`src/rtl/asram_pkg.sv`:
```
package asram_pkg;

   typedef enum logic [1:0] {
      ST_IDLE  = 2'd0,
      ST_READ  = 2'd1,
      ST_WRITE = 2'd2,
      ST_TURN  = 2'd3
   } asram_st_e;

   // selectors for the nanosecond table
   localparam int LIM_CYCLE = 0;
   localparam int LIM_PULSE = 1;
   localparam int LIM_SETUP = 2;
   localparam int LIM_OFF   = 3;

   function automatic int lim_ns(input int grade, input int which);
      int v;
      case (which)
         LIM_CYCLE: v = (grade == 0) ? 55 : (grade == 1) ? 70 : 85;
         LIM_PULSE: v = (grade == 0) ? 40 : (grade == 1) ? 50 : 55;
         LIM_SETUP: v = (grade == 0) ? 25 : (grade == 1) ? 30 : 40;
         default:   v = (grade == 0) ? 20 : (grade == 1) ? 25 : 30;
      endcase
      return v;
   endfunction

   function automatic int ns_to_cyc(input int ns, input int clk_ps);
      int c;
      c = (ns * 1000 + clk_ps - 1) / clk_ps;
      return (c < 1) ? 1 : c;
   endfunction

   function automatic int imax(input int a, input int b);
      return (a > b) ? a : b;
   endfunction

endpackage

```
`src/rtl/asram_seq.sv`:
```
module asram_seq
   import asram_pkg::*;
#(
   parameter int N_RD   = 11,
   parameter int N_WR   = 11,
   parameter int N_TURN = 4,
   parameter int CW     = 4
) (
   input  logic          clk,
   input  logic          rst_n,
   input  logic          start,
   input  logic          start_wr,
   output asram_st_e     st,
   output logic [CW-1:0] cnt,
   output logic          rd_last
);

   localparam logic [CW-1:0] RD_END = CW'(N_RD - 1);
   localparam logic [CW-1:0] WR_END = CW'(N_WR - 1);
   localparam logic [CW-1:0] TN_END = CW'(N_TURN - 1);

   assign rd_last = (st == ST_READ) && (cnt == RD_END);

   always_ff @(posedge clk or negedge rst_n) begin
      if (!rst_n) begin
         st  <= ST_IDLE;
         cnt <= '0;
      end else begin
         case (st)
            ST_IDLE: begin
               cnt <= '0;
               if (start) st <= start_wr ? ST_WRITE : ST_READ;
            end
            ST_READ: begin
               if (cnt == RD_END) begin
                  st  <= ST_TURN;
                  cnt <= '0;
               end else begin
                  cnt <= cnt + 1'b1;
               end
            end
            ST_WRITE: begin
               if (cnt == WR_END) begin
                  st  <= ST_IDLE;
                  cnt <= '0;
               end else begin
                  cnt <= cnt + 1'b1;
               end
            end
            default: begin
               if (cnt == TN_END) begin
                  st  <= ST_IDLE;
                  cnt <= '0;
               end else begin
                  cnt <= cnt + 1'b1;
               end
            end
         endcase
      end
   end

endmodule

```
`src/rtl/asram_pins.sv`:
```
module asram_pins
   import asram_pkg::*;
#(
   parameter int AW   = 17,
   parameter int DW   = 8,
   parameter int N_WE = 8,
   parameter int CW   = 4
) (
   input  logic          clk,
   input  logic          rst_n,
   input  logic          start,
   input  logic [AW-1:0] addr,
   input  logic [DW-1:0] wdata,
   input  asram_st_e     st,
   input  logic [CW-1:0] cnt,
   input  logic          rd_last,
   output logic [AW-1:0] mem_addr,
   output logic          mem_cs_n,
   output logic          mem_cs,
   output logic          mem_we_n,
   output logic          mem_oe_n,
   output logic [DW-1:0] mem_dq_out,
   input  logic [DW-1:0] mem_dq_in,
   output logic          mem_dq_oe,
   output logic [DW-1:0] rd_data,
   output logic          rd_valid
);

   localparam logic [CW-1:0] WE_END = CW'(N_WE);

   logic in_acc;
   logic in_wr;

   assign in_acc     = (st == ST_READ) || (st == ST_WRITE);
   assign in_wr      = (st == ST_WRITE);
   assign mem_cs_n   = !in_acc;
   assign mem_cs     = in_acc;
   assign mem_oe_n   = (st != ST_READ);
   assign mem_we_n   = !(in_wr && (cnt != '0) && (cnt <= WE_END));
   assign mem_dq_oe  = in_wr && (cnt <= WE_END);

   always_ff @(posedge clk or negedge rst_n) begin
      if (!rst_n) begin
         mem_addr   <= '0;
         mem_dq_out <= '0;
         rd_data    <= '0;
         rd_valid   <= 1'b0;
      end else begin
         if (start) begin
            mem_addr   <= addr;
            mem_dq_out <= wdata;
         end
         if (rd_last) rd_data <= mem_dq_in;
         rd_valid <= rd_last;
      end
   end

endmodule

```
`src/rtl/asram_ctl.sv`:
```
module asram_ctl
   import asram_pkg::*;
#(
   parameter int CLK_PS = 5000,
   parameter int GRADE  = 0,
   parameter int AW     = 17,
   parameter int DW     = 8
) (
   input  logic          clk,
   input  logic          rst_n,
   input  logic          req,
   output logic          ready,
   input  logic          wr,
   input  logic [AW-1:0] addr,
   input  logic [DW-1:0] wdata,
   output logic [DW-1:0] rd_data,
   output logic          rd_valid,
   output logic [AW-1:0] mem_addr,
   output logic          mem_cs_n,
   output logic          mem_cs,
   output logic          mem_we_n,
   output logic          mem_oe_n,
   output logic [DW-1:0] mem_dq_out,
   input  logic [DW-1:0] mem_dq_in,
   output logic          mem_dq_oe
);

   localparam int C_CYC  = ns_to_cyc(lim_ns(GRADE, LIM_CYCLE), CLK_PS);
   localparam int C_PW   = ns_to_cyc(lim_ns(GRADE, LIM_PULSE), CLK_PS);
   localparam int C_SU   = ns_to_cyc(lim_ns(GRADE, LIM_SETUP), CLK_PS);
   localparam int C_OFF  = ns_to_cyc(lim_ns(GRADE, LIM_OFF), CLK_PS);
   localparam int N_RD   = C_CYC;                     // access time equals cycle time
   localparam int N_WE   = imax(C_PW, C_SU);
   localparam int N_WR   = imax(C_CYC, N_WE + 2);
   localparam int N_TURN = C_OFF;
   localparam int N_MAX  = imax(imax(N_RD, N_WR), N_TURN);
   localparam int CW     = $clog2(N_MAX + 1);

   generate
      if (GRADE < 0 || GRADE > 2) begin : g_bad_grade
         $error("asram_ctl: GRADE must be 0, 1 or 2");
      end
      if (CLK_PS < 1) begin : g_bad_clk
         $error("asram_ctl: CLK_PS must be positive");
      end
      if (AW < 1 || DW < 1) begin : g_bad_width
         $error("asram_ctl: widths must be positive");
      end
   endgenerate

   asram_st_e     st;
   logic [CW-1:0] cnt;
   logic          rd_last;
   logic          start;

   assign ready = (st == ST_IDLE);
   assign start = req && ready;

   asram_seq #(
      .N_RD  (N_RD),
      .N_WR  (N_WR),
      .N_TURN(N_TURN),
      .CW    (CW)
   ) u_seq (
      .clk     (clk),
      .rst_n   (rst_n),
      .start   (start),
      .start_wr(wr),
      .st      (st),
      .cnt     (cnt),
      .rd_last (rd_last)
   );

   asram_pins #(
      .AW  (AW),
      .DW  (DW),
      .N_WE(N_WE),
      .CW  (CW)
   ) u_pins (
      .clk       (clk),
      .rst_n     (rst_n),
      .start     (start),
      .addr      (addr),
      .wdata     (wdata),
      .st        (st),
      .cnt       (cnt),
      .rd_last   (rd_last),
      .mem_addr  (mem_addr),
      .mem_cs_n  (mem_cs_n),
      .mem_cs    (mem_cs),
      .mem_we_n  (mem_we_n),
      .mem_oe_n  (mem_oe_n),
      .mem_dq_out(mem_dq_out),
      .mem_dq_in (mem_dq_in),
      .mem_dq_oe (mem_dq_oe),
      .rd_data   (rd_data),
      .rd_valid  (rd_valid)
   );

endmodule

```
`config.mk`:
```
export PLATFORM = sky130hd
export DESIGN_NAME = asram_ctl
export DESIGN_NICKNAME = d
export VERILOG_FILES = /design/src/rtl/asram_pkg.sv /design/src/rtl/asram_seq.sv /design/src/rtl/asram_pins.sv /design/src/rtl/asram_ctl.sv
export SDC_FILE = /design/constraint.sdc
export NUM_CORES = 1
export LEC_CHECK = 0
export BUFFER_PORTS_ARGS = -buffer_cell sky130_fd_sc_hd__buf_4
export CAP_MARGIN = 20
export CELL_PAD_IN_SITES_DETAIL_PLACEMENT = 1
export CELL_PAD_IN_SITES_GLOBAL_PLACEMENT = 2
export CORE_ASPECT_RATIO = 0.9
export CORE_MARGIN = 2
export CORE_UTILIZATION = 33
export CTS_BUF_LIST = sky130_fd_sc_hd__clkbuf_8
export DETAILED_ROUTE_END_ITERATION = 16
export GPL_TIMING_DRIVEN = 0
export PLACE_DENSITY_LB_ADDON = 0.1
export SLEW_MARGIN = 20
export SYNTH_ARGS = -nofsm -noshare
export SYNTH_HDL_FRONTEND = slang
export SYNTH_SLANG_ARGS = --single-unit
```
`constraint.sdc`:
```
create_clock -name clk -period 2.6 [get_ports clk]
set_clock_uncertainty 0.2 [all_clocks]
set_input_delay 0.26 -clock clk [delete_from_list [all_inputs] [get_ports clk]]
set_output_delay 0.26 -clock clk [all_outputs]
set_load 0.05 [all_outputs]
```
==> results.ini, run 1 <==
[worst_hold_path]
hp-class=primary input to flop
hp-start=addr[2]
hold_end=u_pins.mem_addr[2]
holdPathStages=2

[floorplanning]
fp.dieW_um=79.89
rows=24
die_y_um=72.30
coreArea_um2=4925
initial_core_util=0.3473
dieArea_um2=5776
io_pins=77

[worst_setup_path]
r2r_setup_slack_ps=620
crit_chain=inv_1, ha_1, and2b_2, xnor2_1, nand2_1, buf_4
worstPathArrival_ps=1540
worstPathRequired_ps=2140
worstPathMaxFanout=4
crit_type=flop to output port
endpoint_kind=output port
critPathLaunchType=flop
timing.rr.end=u_pins.mem_dq_out[7]
regToRegStartpoint=u_seq.st[0]
rr_worst_depth=5
slowest_stage=dfrtp_1
critPathMaxStageDelay_ps=400

[timing]
final.setup.worst_slack_ps=596.7
hold_violations=0
tightest_slew_ps=497.5
period_share=0.7705
tns_ps=0
drv_slew=0
fin_crit_ps=2003
setup_viol=0
grt_setup_unrepaired=no
fmax_mhz=499.2
max-slew-margin-rel=0.6683

[finish]
final_common_cell=buf_4
fin_nets=260
fillers=515
mostFrequentLayoutCells=buf_4, dfrtp_1, mux2_2
area_growth_pct=54.28
diodes=0
layout-drive-gt1-share=0.5530

[clocking]
insertion_delay_ps=270
cts-root-buf=clkbuf_8
post_cts_resized=0
cts_setup_buffers=0
cts_tree=yes
clk_pin_slew_ps=80
clock_sinks=40
htree_levels=2
cts_buffers=5
cts_buffer_depth=2

[yosys]
ys_ff_latch=40
syn_avg_cell_area_um2=14.49
synth_warnings=0
syn_nets=162
ys_seq_area_frac=0.5852
synth.distinct_cells=24
netlist_instances=118
synth.cell_area_um2=1710

[route]
routed.top_layer=met4
wl_met3_um=246
routed-wl-met2_um=2172
drc=0
vias=1246
wirelength_um=3963
vias_per_cell=4.418
first_pass_iters=2
antenna_left=0
wl_per_cell_um=14.05
first_iter_violations=19
drt-met1-wl_um=1525

[global_routing]
grt_max_degree=41
grt_pass1_vias=1344
grtUsageTotal=0.1408
grt_pass1_wl_um=6237
grt.overflow.total=0
antenna_found_initial=0

[power_and_ir_drop]
p_leak_nw=1.313
ir_worst_vdd_mv=0.6814
power_mw=3.660
power_density_nw_per_um2=1387

[flow_run]
drv_cap=0

[place]
dp_slack_ps=590.7
io_buffer_count=76
gp_congestion=0.7454
post-dp-hpwl_um=2908

[run_status]
status=finished clean

## stage by stage
stage                     instances  utilization  hold slack, ps  area (um2)
after global routing            282       0.5358          0.8695        2639
after floorplan                 118            -          -235.6        1710
after CTS                       275       0.5216          0.6883        2569
final                           282       0.5358           10.19        2639
after global placement          259       0.4797           57.42        2362
after detailed placement        259       0.4797           71.51        2362
## timing repair
| item | in CTS | in global routing |
|---|---|---|
| hold buffers | 8 | 7 |
| endpoints found under the setup margin | 0 | 0 |
| hold endpoints to repair | 47 | 7 |
## cell usage after synthesis, drive strengths merged
cell / n / area share
a21oi: 2 / 0.0059
a31oi: 1 / 0.0037
and2b: 1 / 0.0051
and3b: 1 / 0.0051
buf: 3 / 0.012
dfrtp: 40 / 0.59
ha: 7 / 0.051
inv: 10 / 0.022
mux2: 33 / 0.23
mux2i: 2 / 0.012
nand2: 2 / 0.0044
nand3: 1 / 0.0029
nand3b: 1 / 0.0044
nor2: 4 / 0.0088
nor4b: 1 / 0.0051
o21a: 2 / 0.0088
o21ai: 2 / 0.0059
o22ai: 1 / 0.0037
or2: 1 / 0.0037
xnor2: 3 / 0.015
## power by group
part / switching (mW) / internal (mW) / total, mW
registers: 0.147 / 0.870 / 1.02
clock network: 0.198 / 0.339 / 0.537
logic: 1.38 / 0.730 / 2.11
total: 1.72 / 1.94 / 3.66
## layout make-up
| type | instances | area [um2] | share of cell area |
|---|---|---|---|
| plain buffers | 3 | 21.27 | 0.008061 |
| clock buffers | 7 | 96.34 | 0.03651 |
| clock inverters | 1 | 30.03 | 0.01138 |
| inverters | 10 | 37.54 | 0.01422 |
| multi-input cells | 65 | 650.6 | 0.2466 |
| flip-flops and latches | 40 | 1001 | 0.3793 |
| well taps | 65 | 81.33 | 0.03082 |
| repair buffers | 91 | 720.7 | 0.2731 |
## per-layer routing
layer  up-vias  track usage
met5         -            0
met2        42       0.2546
met3         2      0.04104
met4         0      0.03390
met1       612       0.1646
li1        590            -
## critical path, delay by kind of cell (launching register included)
| family | cells | cell delay [ps] |
|---|---|---|
| xor+xnor | 1 | 140 |
| fa+ha+maj | 1 | 190 |
| buf+inv | 2 | 260 |
| flops | 1 | 400 |
| simple gates | 2 | 280 |
## cells by family after synthesis
logic type	count (synthesis)	share of synthesized area
buffers and inverters	13	0.03438
adder cells (fa/ha/maj)	7	0.05120
AND/OR/NAND/NOR	12	0.03951
AO/OA/AOI/OAI	8	0.02780
multiplexers	35	0.2465
flip-flops	40	0.5852
XOR/XNOR	3	0.01536
## state kept, by name, indices dropped and copies added (netlist names)
name,count
u_pins.rd_valid,1
u_pins.mem_dq_out,8
u_seq.st,2
u_pins.mem_addr,17
u_pins.rd_data,8
u_seq.cnt,4
## worst max-delay path by stage
| stage | endpoint | start | slack (ps) |
|---|---|---|---|
| final | mem_we_n | u_seq.cnt[0] | 600 |
| after global routing | u_pins.mem_addr[3] | u_seq.st[0] | 450 |
| after CTS | mem_we_n | u_seq.cnt[0] | 570 |
| after detailed placement | u_pins.mem_addr[3] | u_seq.st[0] | 590 |
| after global placement | u_pins.mem_addr[11] | u_seq.st[0] | 650 |
| after floorplan | u_seq.st[0] | u_seq.st[0] | 400 |
Power figures use the tool's default switching activity.
==> run 2: changes to the inputs <==
- CORE_UTILIZATION: 33 -> 27
- clock period: 2.6 -> 1.8 ns (I/O delays scaled with it)
==> run 2 against run 1 <==
Effect of this change: the run now ends with setup timing left; hold slack improved by 97 ps; first-iteration DRC count increased by 140%; core utilization decreased by 4.8 points; combinational power rose by 58%; flip-flop and latch count is the same; non-clock buffer count up 25; die area grew 21%; via count rose by 9.2%; routed wire length grew 18%; largest power group unchanged.
==> results.ini, run 2 (same netlist as run 1, synthesis figures left out) <==
[worst_setup_path]
worstPathRequired_ps=1420  ; was 2140 ps
timing.rr.end=u_pins.rd_data[7]  ; was u_pins.mem_dq_out[7]
r2r_setup_slack_ps=-10  ; was 620 ps
worstPathArrival_ps=1440  ; was 1540 ps
regToRegStartpoint=u_seq.cnt[0]  ; was u_seq.st[0]
worstPathMaxFanout=2  ; was 4
endpoint_kind=output port  ; unchanged
critPathLaunchType=flop  ; unchanged
crit_type=flop to output port  ; unchanged
rr_worst_depth=7  ; was 5

[worst_hold_path]
hp-class=primary input to flop  ; unchanged
hold_end=u_pins.mem_addr[6]  ; was u_pins.mem_addr[2]
hp-start=req  ; was addr[2]
holdPathStages=3  ; was 2

[power_and_ir_drop]
power_density_nw_per_um2=1870  ; was 1387 nW/um2
p_comb_frac=0.596  ; was 0.576
p_seq_frac=0.264  ; was 0.278
power_mw=5.579  ; was 3.660 mW
p_leak_nw=1.425  ; was 1.313 nW
clkPwrFrac=0.140  ; was 0.147
p_int_mw=2.941  ; was 1.938 mW
switching_share=0.4729  ; was 0.4705
p_sw_mw=2.638  ; was 1.722 mW
ir_worst_vdd_mv=1.346  ; was 0.6814 mV

[route]
first_iter_violations=45  ; was 19
drc=0  ; unchanged
vias_per_cell=4.137  ; was 4.418
antenna_left=0  ; unchanged
wirelength_um=4667  ; was 3963 um
vias=1361  ; was 1246
wl_per_cell_um=14.19  ; was 14.05 um
first_pass_iters=2  ; unchanged

[timing]
fmax_mhz=548.0
hold-worst-slack_ps=107.5  ; was 10.19 ps
tightest_slew_ps=509.5  ; was 497.5 ps
period_share=1.014
hold_violations=0  ; unchanged
max-slew-margin-rel=0.6603  ; was 0.6683
setup_viol=6  ; was 0
fin_crit_ps=1825
drv_slew=0  ; unchanged
grt_setup_unrepaired=yes  ; was no
final.setup.worst_slack_ps=-24.84  ; was 596.7 ps
tns_ps=-63.18  ; was 0 ps

[run_status]
violations=setup timing
status=finished with violations  ; was finished clean

[global_routing]
grt_pass1_wl_um=7286  ; was 6237 um
antenna_found_initial=0  ; unchanged
grt_max_degree=41  ; unchanged
grtUsageTotal=0.1385  ; was 0.1408
grt_pass1_vias=1441  ; was 1344
grt.overflow.total=0  ; unchanged

[floorplanning]
io_pins=77  ; unchanged
die_y_um=79.51  ; was 72.30 um
rows=27  ; was 24
fp.dieW_um=87.90  ; was 79.89 um
initial_core_util=0.2797  ; was 0.3473
coreArea_um2=6115  ; was 4925 um2
dieArea_um2=6988  ; was 5776 um2

[clocking]
cts_buffer_depth=2  ; unchanged
insertion_delay_ps=290  ; was 270 ps
cts_buffers=5  ; unchanged
cts-root-buf=clkbuf_8  ; unchanged
clk_pin_slew_ps=80  ; about the same
htree_levels=2  ; unchanged
clock_sinks=40  ; unchanged
cts_tree=yes  ; unchanged

[finish]
mostFrequentLayoutCells=buf_4, dfrtp_1, dlygate4sd3_1  ; was buf_4, dfrtp_1, mux2_2
largest_reg_flops=17  ; unchanged
final_common_cell=buf_4  ; unchanged
regMostFlops=u_pins.mem_addr  ; unchanged
layout-drive-gt1-share=0.5661  ; was 0.5530
area_growth_pct=74.40  ; was 54.28%
fillers=638  ; was 515
biggestRegsByFlops=u_pins.mem_addr (17), u_pins.mem_dq_out (8), u_pins.rd_data (8)  ; unchanged
fin_nets=285  ; was 260
diodes=0  ; unchanged

[place]
dp_slack_ps=-157.3  ; was 590.7 ps
gp_congestion=0.7368  ; was 0.7454
post-dp-hpwl_um=3104  ; was 2908 um
io_buffer_count=76  ; unchanged

[flow_run]
drv_cap=0  ; unchanged

[run 2: changes by cell type in the layout (fill, tap and decap cells not counted), sizes merged]
cell         delta
buf             +5
clkbuf          -1
clkinv          +1
clkinvlp        +1
dlygate4sd3    +20
inv             -1
[run 2: layer usage]
metal	up-vias	routed length [um]	share of wire	GRT usage
met2	37	2489	0.53	0.2485
met3	5	254	0.054	0.03516
met4	0	48	0.010	0.05077
li1	643	-	-	-
met1	676	1874	0.40	0.1571
met5	-	0	0	0
[run 2: final cells by class]
class / instances / area (um2) / area share
clock inverter: 2 / 38.79 / 0.01300
multi-input combinational: 65 / 710.7 / 0.2383
inverter: 10 / 43.79 / 0.01468
timing repair buffer: 116 / 969.7 / 0.3251
sequential: 40 / 1002 / 0.3360
buffer: 3 / 26.28 / 0.008809
clock buffer: 6 / 82.58 / 0.02768
tap: 87 / 108.9 / 0.03649
[run 2: what timing repair did]
action                                 4_1_cts  5_1_grt
cloned                                       1        0
endpoints found under the hold margin       74        0
hold buffers                                35        0
buffers inserted                             4        0
pin swaps                                    3        3
gates resized for setup                     17        1
setup endpoints to repair                   30       13
[run 2: power by group through the flow]
| stage | combinational (mW) | clock (mW) | sequential, mW |
|---|---|---|---|
| 2_1_floorplan | 1.21 | 0 | 2.51 |
| 3_5_place_dp | 3.16 | 0 | 1.49 |
| 5_1_grt | 3.50 | 0.854 | 1.52 |
| 3_3_place_gp | 3.11 | 0 | 1.47 |
| 6_report | 3.33 | 0.781 | 1.47 |
| 4_1_cts | 3.38 | 0.811 | 1.47 |
[run 2: per-stage QoR]
stage          utilization  instances  cell area [um2]
2_1_floorplan            -        118             1729
3_3_place_gp        0.3939        281             2409
3_5_place_dp        0.3939        281             2409
4_1_cts             0.4876        329             2982
5_1_grt             0.4878        329             2983
6_report            0.4878        329             2983
[run 2: how the worst max path moves through the flow]
stage | depth (start not counted) | slack [ps] | endpoint | startpoint
final | 6 | -20 | mem_we_n | u_seq.cnt[0]
after global routing | 6 | -110 | mem_we_n | u_seq.cnt[1]
after CTS | 6 | -70 | mem_we_n | u_seq.cnt[0]
after detailed placement | 5 | -160 | u_pins.mem_dq_out[1] | u_seq.st[1]
after global placement | 5 | -120 | u_pins.mem_dq_out[4] | u_seq.st[1]
after floorplan | 6 | -90 | u_seq.st[0] | u_seq.st[0]
[run 2: worst max-delay path: stages (launching register included)]
cell and delay, ps:
dfrtp_1 370, inv_2 60, ha_4 150, and2b_2 200
xnor2_1 140, nand2_1 90, buf_6 160
